===== src/rtl/blk_xfer_pkg.sv =====
package blk_xfer_pkg;

    typedef enum logic [1:0] {
        ST_IDLE = 2'd0,
        ST_XFER = 2'd1,
        ST_DONE = 2'd2,
        ST_TRAP = 2'd3
    } xfer_state_e;

    typedef struct packed {
        logic pre;
        logic up;
        logic wb;
        logic load;
    } xfer_ctl_t;

endpackage


===== src/rtl/blk_xfer_pick.sv =====
// Chooses the next register to transfer from the pending mask.
// Ascending picks the lowest set bit, descending the highest.
module blk_xfer_pick #(
    parameter int NREG = 16,
    parameter int IW   = $clog2(NREG)
) (
    input  logic [NREG-1:0] mask_i,
    input  logic            up_i,
    output logic            any_o,
    output logic [IW-1:0]   idx_o,
    output logic            last_o
);

    logic [NREG-1:0] mask_less;

    // The last match in the scan wins, so scan away from the wanted end.
    always_comb begin
        idx_o = '0;
        if (up_i) begin
            for (int i = NREG - 1; i >= 0; i--) begin
                if (mask_i[i]) idx_o = IW'(i);
            end
        end else begin
            for (int i = 0; i < NREG; i++) begin
                if (mask_i[i]) idx_o = IW'(i);
            end
        end
    end

    assign mask_less = mask_i & (mask_i - NREG'(1));
    assign any_o     = |mask_i;
    assign last_o    = any_o && (mask_less == '0);

endmodule


===== src/rtl/blk_xfer_addr.sv =====
// Computes the access address and the next running address.
module blk_xfer_addr #(
    parameter int AW   = 32,
    parameter int STEP = 4
) (
    input  logic [AW-1:0] cur_i,
    input  logic          up_i,
    input  logic          pre_i,
    output logic [AW-1:0] acc_o,
    output logic [AW-1:0] nxt_o
);

    localparam logic [AW-1:0] STEP_V = AW'(STEP);

    assign nxt_o = up_i ? (cur_i + STEP_V) : (cur_i - STEP_V);
    assign acc_o = pre_i ? nxt_o : cur_i;

endmodule


===== src/rtl/blk_xfer_fsm.sv =====
module blk_xfer_fsm
    import blk_xfer_pkg::*;
(
    input  logic        clk,
    input  logic        rst_n,
    input  logic        start_i,
    input  logic        illegal_i,
    input  logic        empty_i,
    input  logic        beat_i,
    input  logic        last_i,
    output xfer_state_e state_o
);

    xfer_state_e state_q;
    xfer_state_e state_d;

    always_ff @(posedge clk or negedge rst_n) begin
        if (!rst_n) state_q <= ST_IDLE;
        else        state_q <= state_d;
    end

    always_comb begin
        state_d = state_q;
        unique case (state_q)
            ST_IDLE: begin
                if (start_i) begin
                    if (illegal_i)    state_d = ST_TRAP;
                    else if (empty_i) state_d = ST_DONE;
                    else              state_d = ST_XFER;
                end
            end
            ST_XFER: begin
                if (beat_i && last_i) state_d = ST_DONE;
            end
            ST_DONE: state_d = ST_IDLE;
            ST_TRAP: state_d = ST_IDLE;
            default: state_d = ST_IDLE;
        endcase
    end

    assign state_o = state_q;

endmodule


===== src/rtl/blk_xfer_seq.sv =====
module blk_xfer_seq
    import blk_xfer_pkg::*;
#(
    parameter int NREG = 16,
    parameter int AW   = 32,
    parameter int DW   = 32,
    parameter int STEP = 4
) (
    input  logic                     clk,
    input  logic                     rst_n,
    input  logic                     start_i,
    input  logic [AW-1:0]            base_i,
    input  logic [NREG-1:0]          rlist_i,
    input  logic                     pre_i,
    input  logic                     up_i,
    input  logic                     priv_i,
    input  logic                     wb_i,
    input  logic                     load_i,
    output logic                     busy_o,
    output logic                     done_o,
    output logic                     trap_o,
    output logic                     mem_req_o,
    output logic                     mem_we_o,
    output logic [AW-1:0]            mem_addr_o,
    output logic [DW-1:0]            mem_wdata_o,
    input  logic [DW-1:0]            mem_rdata_i,
    input  logic                     mem_rdy_i,
    output logic [$clog2(NREG)-1:0]  rf_idx_o,
    input  logic [DW-1:0]            rf_rdata_i,
    output logic                     rf_we_o,
    output logic [DW-1:0]            rf_wdata_o,
    output logic                     base_wb_o,
    output logic [AW-1:0]            base_addr_o
);

    localparam int IW      = $clog2(NREG);
    localparam int TOP_IDX = NREG - 1;

    xfer_state_e      state;
    xfer_ctl_t        ctl_q;
    logic [NREG-1:0]  pend_q;
    logic [AW-1:0]    addr_q;
    logic             pick_any;
    logic [IW-1:0]    pick_idx;
    logic             pick_last;
    logic [AW-1:0]    acc_addr;
    logic [AW-1:0]    nxt_addr;
    logic             illegal;
    logic             empty;
    logic             accept;
    logic             beat;

    assign illegal = rlist_i[TOP_IDX] | priv_i;
    assign empty   = (rlist_i == '0);
    assign accept  = start_i && (state == ST_IDLE);
    assign beat    = (state == ST_XFER) && mem_rdy_i && pick_any;

    blk_xfer_fsm u_fsm (
        .clk       (clk),
        .rst_n     (rst_n),
        .start_i   (start_i),
        .illegal_i (illegal),
        .empty_i   (empty),
        .beat_i    (beat),
        .last_i    (pick_last),
        .state_o   (state)
    );

    blk_xfer_pick #(.NREG(NREG), .IW(IW)) u_pick (
        .mask_i (pend_q),
        .up_i   (ctl_q.up),
        .any_o  (pick_any),
        .idx_o  (pick_idx),
        .last_o (pick_last)
    );

    blk_xfer_addr #(.AW(AW), .STEP(STEP)) u_addr (
        .cur_i (addr_q),
        .up_i  (ctl_q.up),
        .pre_i (ctl_q.pre),
        .acc_o (acc_addr),
        .nxt_o (nxt_addr)
    );

    // Datapath registers: captured on accept, advanced on each beat.
    always_ff @(posedge clk or negedge rst_n) begin
        if (!rst_n) begin
            pend_q <= '0;
            addr_q <= '0;
            ctl_q  <= '0;
        end else if (accept) begin
            pend_q <= illegal ? '0 : rlist_i;
            addr_q <= base_i;
            ctl_q  <= '{pre: pre_i, up: up_i, wb: wb_i, load: load_i};
        end else if (beat) begin
            pend_q[pick_idx] <= 1'b0;
            addr_q           <= nxt_addr;
        end
    end

    // Output decode by state.
    always_comb begin
        busy_o      = 1'b0;
        done_o      = 1'b0;
        trap_o      = 1'b0;
        mem_req_o   = 1'b0;
        mem_we_o    = 1'b0;
        mem_addr_o  = '0;
        mem_wdata_o = '0;
        rf_idx_o    = pick_idx;
        rf_we_o     = 1'b0;
        rf_wdata_o  = '0;
        base_wb_o   = 1'b0;
        base_addr_o = '0;
        unique case (state)
            ST_IDLE: begin
            end
            ST_XFER: begin
                busy_o     = 1'b1;
                mem_req_o  = 1'b1;
                mem_we_o   = !ctl_q.load;
                mem_addr_o = acc_addr;
                if (!ctl_q.load) mem_wdata_o = rf_rdata_i;
                if (ctl_q.load && mem_rdy_i) begin
                    rf_we_o    = 1'b1;
                    rf_wdata_o = mem_rdata_i;
                end
            end
            ST_DONE: begin
                busy_o      = 1'b1;
                done_o      = 1'b1;
                base_wb_o   = ctl_q.wb;
                base_addr_o = ctl_q.wb ? addr_q : '0;
            end
            ST_TRAP: begin
                busy_o = 1'b1;
                done_o = 1'b1;
                trap_o = 1'b1;
            end
            default: begin
            end
        endcase
    end

endmodule


===== config.mk =====
export PLATFORM = sky130hd
export DESIGN_NAME = blk_xfer_seq
export DESIGN_NICKNAME = d
export VERILOG_FILES = /design/src/rtl/blk_xfer_pkg.sv /design/src/rtl/blk_xfer_pick.sv /design/src/rtl/blk_xfer_addr.sv /design/src/rtl/blk_xfer_fsm.sv /design/src/rtl/blk_xfer_seq.sv
export SDC_FILE = /design/constraint.sdc
export NUM_CORES = 1
export LEC_CHECK = 0
export BUFFER_PORTS_ARGS = -buffer_cell sky130_fd_sc_hd__buf_4
export CAP_MARGIN = 10
export CORE_ASPECT_RATIO = 0.75
export CORE_MARGIN = 2
export CORE_UTILIZATION = 50
export DETAILED_ROUTE_END_ITERATION = 7
export GPL_TIMING_DRIVEN = 1
export PLACE_DENSITY_LB_ADDON = 0.05
export SLEW_MARGIN = 10
export SYNTH_ARGS = -nofsm -noshare
export SYNTH_HDL_FRONTEND = slang
export SYNTH_HIERARCHICAL = 1
export SYNTH_SLANG_ARGS = --single-unit

===== constraint.sdc =====
create_clock -name clk -period 3.7 [get_ports clk]
set_input_delay 0.37 -clock clk [delete_from_list [all_inputs] [get_ports clk]]
set_output_delay 0.37 -clock clk [all_outputs]
set_load 0.05 [all_outputs]

# Word-level counts from Yosys, hierarchy flattened

Index checks and enable logic that the tools add are counted.

Flip-flop bits (word level): 54
Output and inout bits: 139
Logic and storage cells: 98

Add/sub/neg operators: 3
$lt $le $gt $ge: 2
Equality and inequality tests: 5
Mux-type cells: 61
Bitwise gates (word level): 4
Reduce and logical (&&, ||, !) cells: 16

Operators by type and width:

| operator                                                   | number |
|---|---|
| 2-to-1 mux 32 bit                                          | 11 |
| 2-to-1 mux 4 bit                                           | 25 |
| 2-to-1 mux 16 bit                                          | 3 |
| adder 32 x 3 -> 32 bit, second input constant              | 1 |
| bitwise AND 16 bit                                         | 2 |
| zero test 16 bit                                           | 2 |
| subtractor 32 x 3 -> 32 bit, second input constant         | 1 |
| inverter 16 bit                                            | 1 |
| OR reduction 16 bit                                        | 1 |
| subtractor 16 x 1 -> 16 bit, second input constant         | 1 |
| 2-to-1 mux 2 bit                                           | 6 |
| 2-to-1 mux 3 bit                                           | 4 |
| 2-to-1 mux 1 bit                                           | 10 |
| logical AND 1 bit                                          | 7 |
| case mux 2 bit (3 select lines)                            | 1 |
| less-than comparator 4 x 5 -> 1 bit, second input constant | 1 |
| demux 1 bit (select 4 bit)                                 | 1 |
| equality test 2 bit, second input constant                 | 2 |
| >= comparator 4 x 1 -> 1 bit, second input constant        | 1 |
| OR reduction 3 bit                                         | 1 |
| equality test 2 x 1 -> 1 bit, second input constant        | 1 |
| zero test 2 bit                                            | 1 |
| != test 2 x 1 -> 1 bit, second input constant              | 1 |
| != test 2 bit, second input constant                       | 1 |
| other kinds (5)                                            | 5 |

# Depth between registers and ports, before layout

Gate-level depths: netlist of run 1.

Word-level depth: 25
Depth in mapped cells: 12
Gate-level depth less buffers: 11

# By module

Netlist of run 1, hierarchy kept.

By module, submodules not included:

| module        | times used | cells an instance | area an instance (um^2) | seq. area each (um^2) |
|---|---|---|---|---|
| blk_xfer_seq  | 1          | 330               | 3594.7                  | 1301.2 |
| blk_xfer_addr | 1          | 308               | 2134.5                  | 0.0 |
| blk_xfer_pick | 1          | 79                | 513.0                   | 0.0 |
| blk_xfer_fsm  | 1          | 9                 | 97.6                    | 50.0 |

# Worst setup path before layout of run 1

No wires, ideal clock.

Path kind: register to output
Start: register ctl_q[2] (netlist name)
End: output port mem_addr_o[18]
Data arrival time: 3.285 ns
Required time: 3.330 ns
Path slack: 0.045 ns
Cell stages (with the launch flop): 11
Buffers on the path: 0
Cells stage by stage: dfrtp_1 -> inv_1 -> ha_1 -> and2_1 -> and2_4 -> a221o_1 -> or2_4 -> a41oi_2 -> xnor2_1 -> mux2_4 -> and2_1

Longest elaborated chain between the ends: 3

Ends and longest elaborated chain:

| element                  | line                | text |
|---|---|---|
| start: declaration       | blk_xfer_seq.sv:40  | `xfer_ctl_t ctl_q;` |
| start signal: assignment | blk_xfer_seq.sv:94  | `ctl_q <= '{pre: pre_i, up: up_i, wb: wb_i, load: load_i};` |
| 2-to-1 mux 32 bit        | blk_xfer_addr.sv:15 | `assign nxt_o = up_i ? (cur_i + STEP_V) : (cur_i - STEP_V);` |
| via nxt_addr[18]         | blk_xfer_seq.sv:47  | `logic [AW-1:0] nxt_addr;` |
| 2-to-1 mux 32 bit        | blk_xfer_addr.sv:16 | `assign acc_o = pre_i ? nxt_o : cur_i;` |
| via acc_addr[18]         | blk_xfer_seq.sv:46  | `logic [AW-1:0] acc_addr;` |
| 2-to-1 mux 32 bit        | blk_xfer_seq.sv:115 | `unique case (state)` |
| end: declaration         | blk_xfer_seq.sv:24  | `output logic [AW-1:0] mem_addr_o,` |

The timed path passes the listed nets, and every way through them passes these cells.

# Worst setup path after layout of run 1

Start: register ctl_q[2] (netlist name)
End: output port mem_addr_o[24]

The elaborated chain is that of the path after synthesis.

==> results of run 1 <==
==> final cells by class <==
cell class | instances | area [sq um]
fill | 1004 | 3730
timing repair buffer | 268 | 2020
clock inverter | 3 | 25.0
clock buffer | 5 | 125
sequential | 54 | 1350
inverter | 17 | 63.8
multi-input combinational | 609 | 4820
antenna | 1 | 2.50
tap | 166 | 208
==> through the flow <==
step	setup slack, ps	area [sq um]	std cells	setup TNS (ps)	hold WS [ps]
final	103	8620	1123	0	124
after global placement	374	8340	1114	0	467
after CTS	15.8	8500	1122	0	160
after global routing	-26.3	8620	1122	-48.9	178
after floorplan	45.4	6340	726	0	74.4
after detailed placement	304	8340	1114	0	488
==> synthesized netlist by cell type (9+ instances only) <==
| cell type | count |
|---|---|
| a21oi_1 | 42 |
| a32o_1 | 16 |
| and2_1 | 135 |
| clkbuf_1 | 28 |
| dfrtp_1 | 54 |
| ha_1 | 28 |
| inv_1 | 16 |
| mux2_2 | 41 |
| mux2_4 | 49 |
| nand2_1 | 40 |
| nand3_1 | 16 |
| nor2_1 | 38 |
| nor4_1 | 9 |
| o21ai_0 | 17 |
| o31ai_1 | 9 |
| or3_1 | 12 |
| xnor2_1 | 12 |
| xor2_1 | 12 |
==> per-layer routing <==
metal | share of wire, % | GRT usage [%]
met1 | 47 | 49.2
met2 | 42 | 48.4
met3 | 9.2 | 6.76
met4 | 1.3 | 5.83
met5 | 0.044 | 0
==> how the worst max path moves through the flow <==
stage	start	cells past startpoint	to	slack (ps)
2_1_floorplan	ctl_q[2]	10	mem_addr_o[18]	50
3_3_place_gp	ctl_q[2]	12	mem_addr_o[26]	370
3_5_place_dp	ctl_q[2]	12	mem_addr_o[30]	300
4_1_cts	ctl_q[2]	11	mem_addr_o[28]	20
5_1_grt	ctl_q[2]	12	mem_addr_o[23]	-30
6_report	ctl_q[2]	11	mem_addr_o[24]	100
==> state kept, by name, indices dropped and copies added (netlist names) <==
signal	cells
ctl_q	4
addr_q	32
u_fsm/state_o	2
pend_q	16
==> cell families after synthesis <==
logic type / count (synthesis) / synth area share, %
simple gates: 306 / 27.5
compound gates: 157 / 17.8
mux: 91 / 19.0
buf+inv: 63 / 4.72
flops: 54 / 21.3
fa+ha+maj: 30 / 6.00
xor+xnor: 25 / 3.67
==> what timing repair did <==
| action | CTS | global route |
|---|---|---|
| pin swaps | 0 | 0 |
| gates cloned | 0 | 0 |
| buffers inserted | 0 | 0 |
| gates resized for setup | 2 | 27 |
| setup endpoints to repair | 3 | 15 |
| hold buffers | 0 | 0 |
==> impl_results.md, run 1 <==
* Status: complete, no violations
* Worst slew margin at 31.2%
* Cells after synthesis at 726
* Reg2reg path depth at 12
* Fin nets at 1105
* Final hold vios at 0
* Via count at 6594
* Setup slack, reg-to-reg at 500 ps
* Worst path required time at 3330 ps
* CP arrival at 3230 ps
* EDFF count, synth at 0
* Die area at 13600 sq um
* Ranking of synthesized cells by area: dfrtp_1 21%, and2_1 13%, mux2_4 12%, mux2_2 7.3%, ha_1 5.5%
* DR pass1 iterations at 5
* Most frequent cells in the layout: 266 x buf_4, 135 x and2_1, 54 x dfrtp_1, 49 x mux2_4, 41 x mux2_2
* FMAX at 0.278 GHz
* Mapped Area at 6340 sq um
* Synth cell types at 78
* Commonest non-fill, non-tap cell in the layout: buf_4
* DP HPWL at 17700 um
* Initial Util at 51.3%
* Register area share after synthesis at 21.3%
* Die X at 134 um
* Crit-path max cell delay at 480 ps
* First DRT Iteration DRCs at 596
* TritonCTS buffer count at 5
* Crit Path Category: flip-flop to output pin
* CP cell instances: buf_4, fa_1, nor2b_2, o31a_1, o211ai_1, a21oi_2, a31oi_4, xnor2_1, mux2_2, and2_1, buf_4
* Hold crit path type: primary input to async pin
* DRT Wirelength at 22800 um
* CP Launch Type: flip-flop
* Cell accounting for the most synthesized area: dfrtp_1
* Min Tclk post-route at 3600 ps
* R2r endpoint: addr_q[31]
* Syn nets at 876
* Synth-to-Final Area Change at 36.0%
* Die Ht at 102 um
* Largest net degree at the start of global routing at 55
* H-tree levels at 2
* Final setup viols at 0
* Synthesis-stage register bit count at 54
* CP bufs+invs at 2
* Antenna viol nets, final at 0
* Initial antenna violation count at 1
* Total gr overflow at 0
* Post-synth top area share at 21.3%
* Core area at 12300 sq um
* Clock Latency Late Sink at 300 ps
* WL/cell at 20.3 um
* Unrepaired setup endpoints after global routing: yes
* Slowest-stage cell, CP: fa_1
* Vias in the first global route at 6043
* DRC at 0
* Post-synth top flop: dfrtp_1
* Placer congestion estimate at 0.953
* CP Capture Type: output pin
* Syn_area_per_cell at 8.73 sq um
* Cell mode on critical path: buf_4
* Slew @ Worst Pin at 1030 ps
* Clock buffer depth at 2
* Share of cells above drive strength 1 at 42.5%
* I/O pins at 260
* Clock sinks at 54
* CTS tree: built
* Critical path fanouts, max at 11
* Crit path max-delay family: compound AO/OA/AOI/OAI gates
* Number of synthesis warnings at 6
* DR vias/cell at 5.87
* Reg clk slew, reported paths at 80 ps
* Crit share post-route at 97.2%
* Global-route wire length before repair at 34500 um
* Port bufs at 259
* Async set-or-reset flop fraction in the synthesized netlist at 100%
* Finished Core Util at 69.8%
* Row count at 35
* Max-Cap Viols at 0
* Max-slew violation count at 0
* Worst Skew at 9.62 ps
* Gr usage total at 32.6%
* CTS root buf: clkbuf_16
* Reg2reg start: ctl_q[2]
Power of run 1 is not shown: default switching activity piles up to over one toggle a cycle in this logic, so the estimate is an artifact.
==> inputs of run 2 (changes only) <==
--- a/config.mk
+++ b/config.mk
@@ -9,12 +9,11 @@
 export CAP_MARGIN = 10
 export CORE_ASPECT_RATIO = 0.75
 export CORE_MARGIN = 2
-export CORE_UTILIZATION = 50
+export CORE_UTILIZATION = 35
 export DETAILED_ROUTE_END_ITERATION = 7
 export GPL_TIMING_DRIVEN = 1
 export PLACE_DENSITY_LB_ADDON = 0.05
 export SLEW_MARGIN = 10
 export SYNTH_ARGS = -nofsm -noshare
 export SYNTH_HDL_FRONTEND = slang
-export SYNTH_HIERARCHICAL = 1
 export SYNTH_SLANG_ARGS = --single-unit
==> impl_results.md, run 2 <==
* Syn_area_per_cell at 7.50 sq um (-14%)
* Worst slew margin at 38.0% (+6.8 points)
* Final worst setup slack at -69.9 ps (-173 ps)
* CP Capture Type: output pin
* CP arrival at 3400 ps (+170 ps)
* Clock buffer depth at 2 (unchanged)
* Row count at 40 (+14%)
* Synth-to-Final Area Change at 50.5%
* Async set-or-reset flop fraction in the synthesized netlist at 100% (unchanged)
* DR pass1 iterations at 5 (unchanged)
* Post-synth top area share at 23.8% (+2.5 points)
* Synthesis-stage register bit count at 54 (unchanged)
* H-tree levels at 2 (unchanged)
* Most frequent cell after synthesis: and2_1
* Setup slack, reg-to-reg at 530 ps (+30 ps)
* Total gr overflow at 0 (unchanged)
* Die Ht at 114 um (+12%)
* Final cell count without fillers at 1223 (+8.9%)
* Ranking of synthesized cells by area: dfrtp_1 24%, and2_1 11%, ha_1 6.2%, a21oi_1 4.3%, o21ai_0 4.3%
* Top reg by flops: addr_q
* Die area at 17200 sq um (+27%)
* Fillers at 1568 (+56%)
* CTS root buf: clkbuf_16
* DRC at 0 (unchanged)
* Hold crit path type: primary input to async pin
* Slew @ Worst Pin at 930 ps (-98.7 ps)
* Fin nets at 1162 (+5.2%)
* Post-synth top flop: dfrtp_1
* Global-route wire length before repair at 33600 um (-2.7%)
* Cell accounting for the most synthesized area: dfrtp_1
* Number of synthesis warnings at 0 (-6)
* Reg clk slew, reported paths at 80 ps (about the same)
* Syn nets at 906 (+3.4%)
* Register area share after synthesis at 23.8% (+2.5 points)
* Hold WS at 128 ps (+4.41 ps)
* Gr usage total at 24.7% (-7.9 points)
* Mapped Area at 5670 sq um (-11%)
* TritonCTS buffer count at 5 (unchanged)
* First DRT Iteration DRCs at 395 (-34%)
* I/O pins at 260 (unchanged)
* Core area at 15900 sq um (+29%)
* Unrepaired setup endpoints after global routing: yes
* Cells after synthesis at 756 (+4.1%)
* Antenna fix cells at 0 (-1)
* Status: finished with violations
* Violated checks: setup timing
* Initial antenna violation count at 0 (-1)
* CTS tree: built
* Commonest non-fill, non-tap cell in the layout: buf_4
* Setup TNS at -82.5 ps (-82.5 ps)
* Worst Skew at 10.6 ps (+1.02 ps)
* Share of cells above drive strength 1 at 37.0% (-5.4 points)
* Dpl cells at 1205 (+8.2%)
* EDFF count, synth at 0 (unchanged)
* Max-slew violation count at 0 (unchanged)
* Top cells by count, synth: 99 x and2_1, 63 x nor2_1, 57 x nand2_1
* DP HPWL at 16900 um (-4.5%)
* Reg2reg start: ctl_q[2]
* Port bufs at 259 (unchanged)
* Most frequent cells in the layout: 286 x buf_4, 98 x and2_1, 59 x nor2_1, 56 x nand2_1, 54 x dfrtp_1
* Max-Cap Viols at 0 (unchanged)
* Min Tclk post-route at 3770 ps (+173 ps)
* Clock sinks at 54 (unchanged)
* Worst path required time at 3330 ps (about the same)
* Largest net degree at the start of global routing at 55 (unchanged)
* Setup WS pre-CTS at 157 ps (-148 ps)
* Max reg flops at 32 (unchanged)
* DRT Wirelength at 22000 um (-3.5%)
* DR vias/cell at 5.45 (-7.1%)
* Initial Util at 35.6% (-16 points)
* R2r endpoint: addr_q[29]
* Via count at 6668 (+1.1%)
* WL/cell at 18.0 um (-11%)
* Die X at 151 um (+13%)
* Crit Path Category: flip-flop to output pin
* Biggest regs: addr_q x32, pend_q x16, ctl_q x4
* Final setup viols at 2 (+2)
* Critical path fanouts, max at 15 (+4)
* FMAX at 0.265 GHz (-4.6%)
* CP Launch Type: flip-flop
* Synth cell types at 74 (-5.1%)
* Reg2reg path depth at 12 (unchanged)
* Antenna viol nets, final at 0 (unchanged)
* Crit share post-route at 102% (+4.7 points)
* Placer congestion estimate at 0.921 (-3.4%)
* Clock Latency Late Sink at 310 ps (about the same)
* Vias in the first global route at 6076 (+0.55%)
* Final hold vios at 0 (unchanged)
-- run 2: changes by cell type in the layout (fill, tap and decap cells not counted), moves of 20 or more --
cell | before | now
mux2_2 | 41 | 0
and2_1 | 135 | 98
o21ai_0 | 15 | 38
buf_4 | 266 | 286
nor2_1 | 36 | 59
mux2_4 | 49 | 0
nand3_1 | 16 | 39
-- run 2: area by class of cell --
class / instances / area, sq um / area share, %
timing repair buffer: 298 / 2290 / 26.9
sequential: 54 / 1350 / 15.8
inverter: 20 / 78.8 / 0.924
multi-input combinational: 633 / 4390 / 51.4
clock inverter: 3 / 28.8 / 0.337
clock buffer: 5 / 125 / 1.47
tap: 210 / 263 / 3.08
-- run 2: repair_timing --
action / in CTS / in global routing
endpoints found under the setup margin: 12 / 16
gates resized for setup: 23 / 43
pin swaps: 10 / 11
hold buffers: 0 / 0
buffers inserted: 3 / 7
-- run 2: critical path: stages, from the launching register on --
cell and delay, ps:
dfrtp_1 390, clkinvlp_4 120, buf_12 170, ha_4 260, a211o_1 280, a31oi_4 220
or2_4 180, a211oi_4 60, or4_4 530, a31o_4 250, o21a_1 170, o211ai_1 210
buf_4 240
-- run 2: kinds of logic (layout without fill, tap and decap cells) --
logic type      Yosys count  count (layout)  synth area share [%]
compound gates          219             219                  25.7
xor+xnor                 20              20                  3.09
fa+ha+maj                31              31                  6.89
buf+inv                  69             326                  4.97
flops                    54              54                  23.8
mux                      13              13                  2.30
simple gates            350             350                  33.3
-- run 2: worst max path at each step --
| stage | start | to | slack [ps] | cells after the start |
|---|---|---|---|---|
| after floorplan | ctl_q[2] | mem_addr_o[29] | -410 | 12 |
| after global placement | ctl_q[2] | mem_addr_o[23] | 190 | 12 |
| after detailed placement | ctl_q[2] | mem_addr_o[23] | 160 | 12 |
| after CTS | ctl_q[2] | mem_addr_o[29] | -40 | 13 |
| after global routing | ctl_q[2] | mem_addr_o[31] | -170 | 12 |
| final | ctl_q[2] | mem_addr_o[29] | -70 | 12 |
-- run 2: layer usage --
layer  GRT usage (%)  routed length [um]  part of all wire, %  vias up
li1                -                   -                    -     3249
met1            36.5               10100                   46     3148
met2            38.4               10100                   46      258
met3            4.70                1680                  7.6       13
met4            3.24                 172                 0.78        0
met5               0                   0                    0        -
-- run 2: metrics by stage --
stage	instance area, sq um	utilization [%]
2_1_floorplan	5770	-
3_3_place_gp	7990	50.2
3_5_place_dp	7990	50.2
4_1_cts	8290	52.1
5_1_grt	8530	53.6
6_report	8530	53.6
Power of run 2 is left out for the same reason.
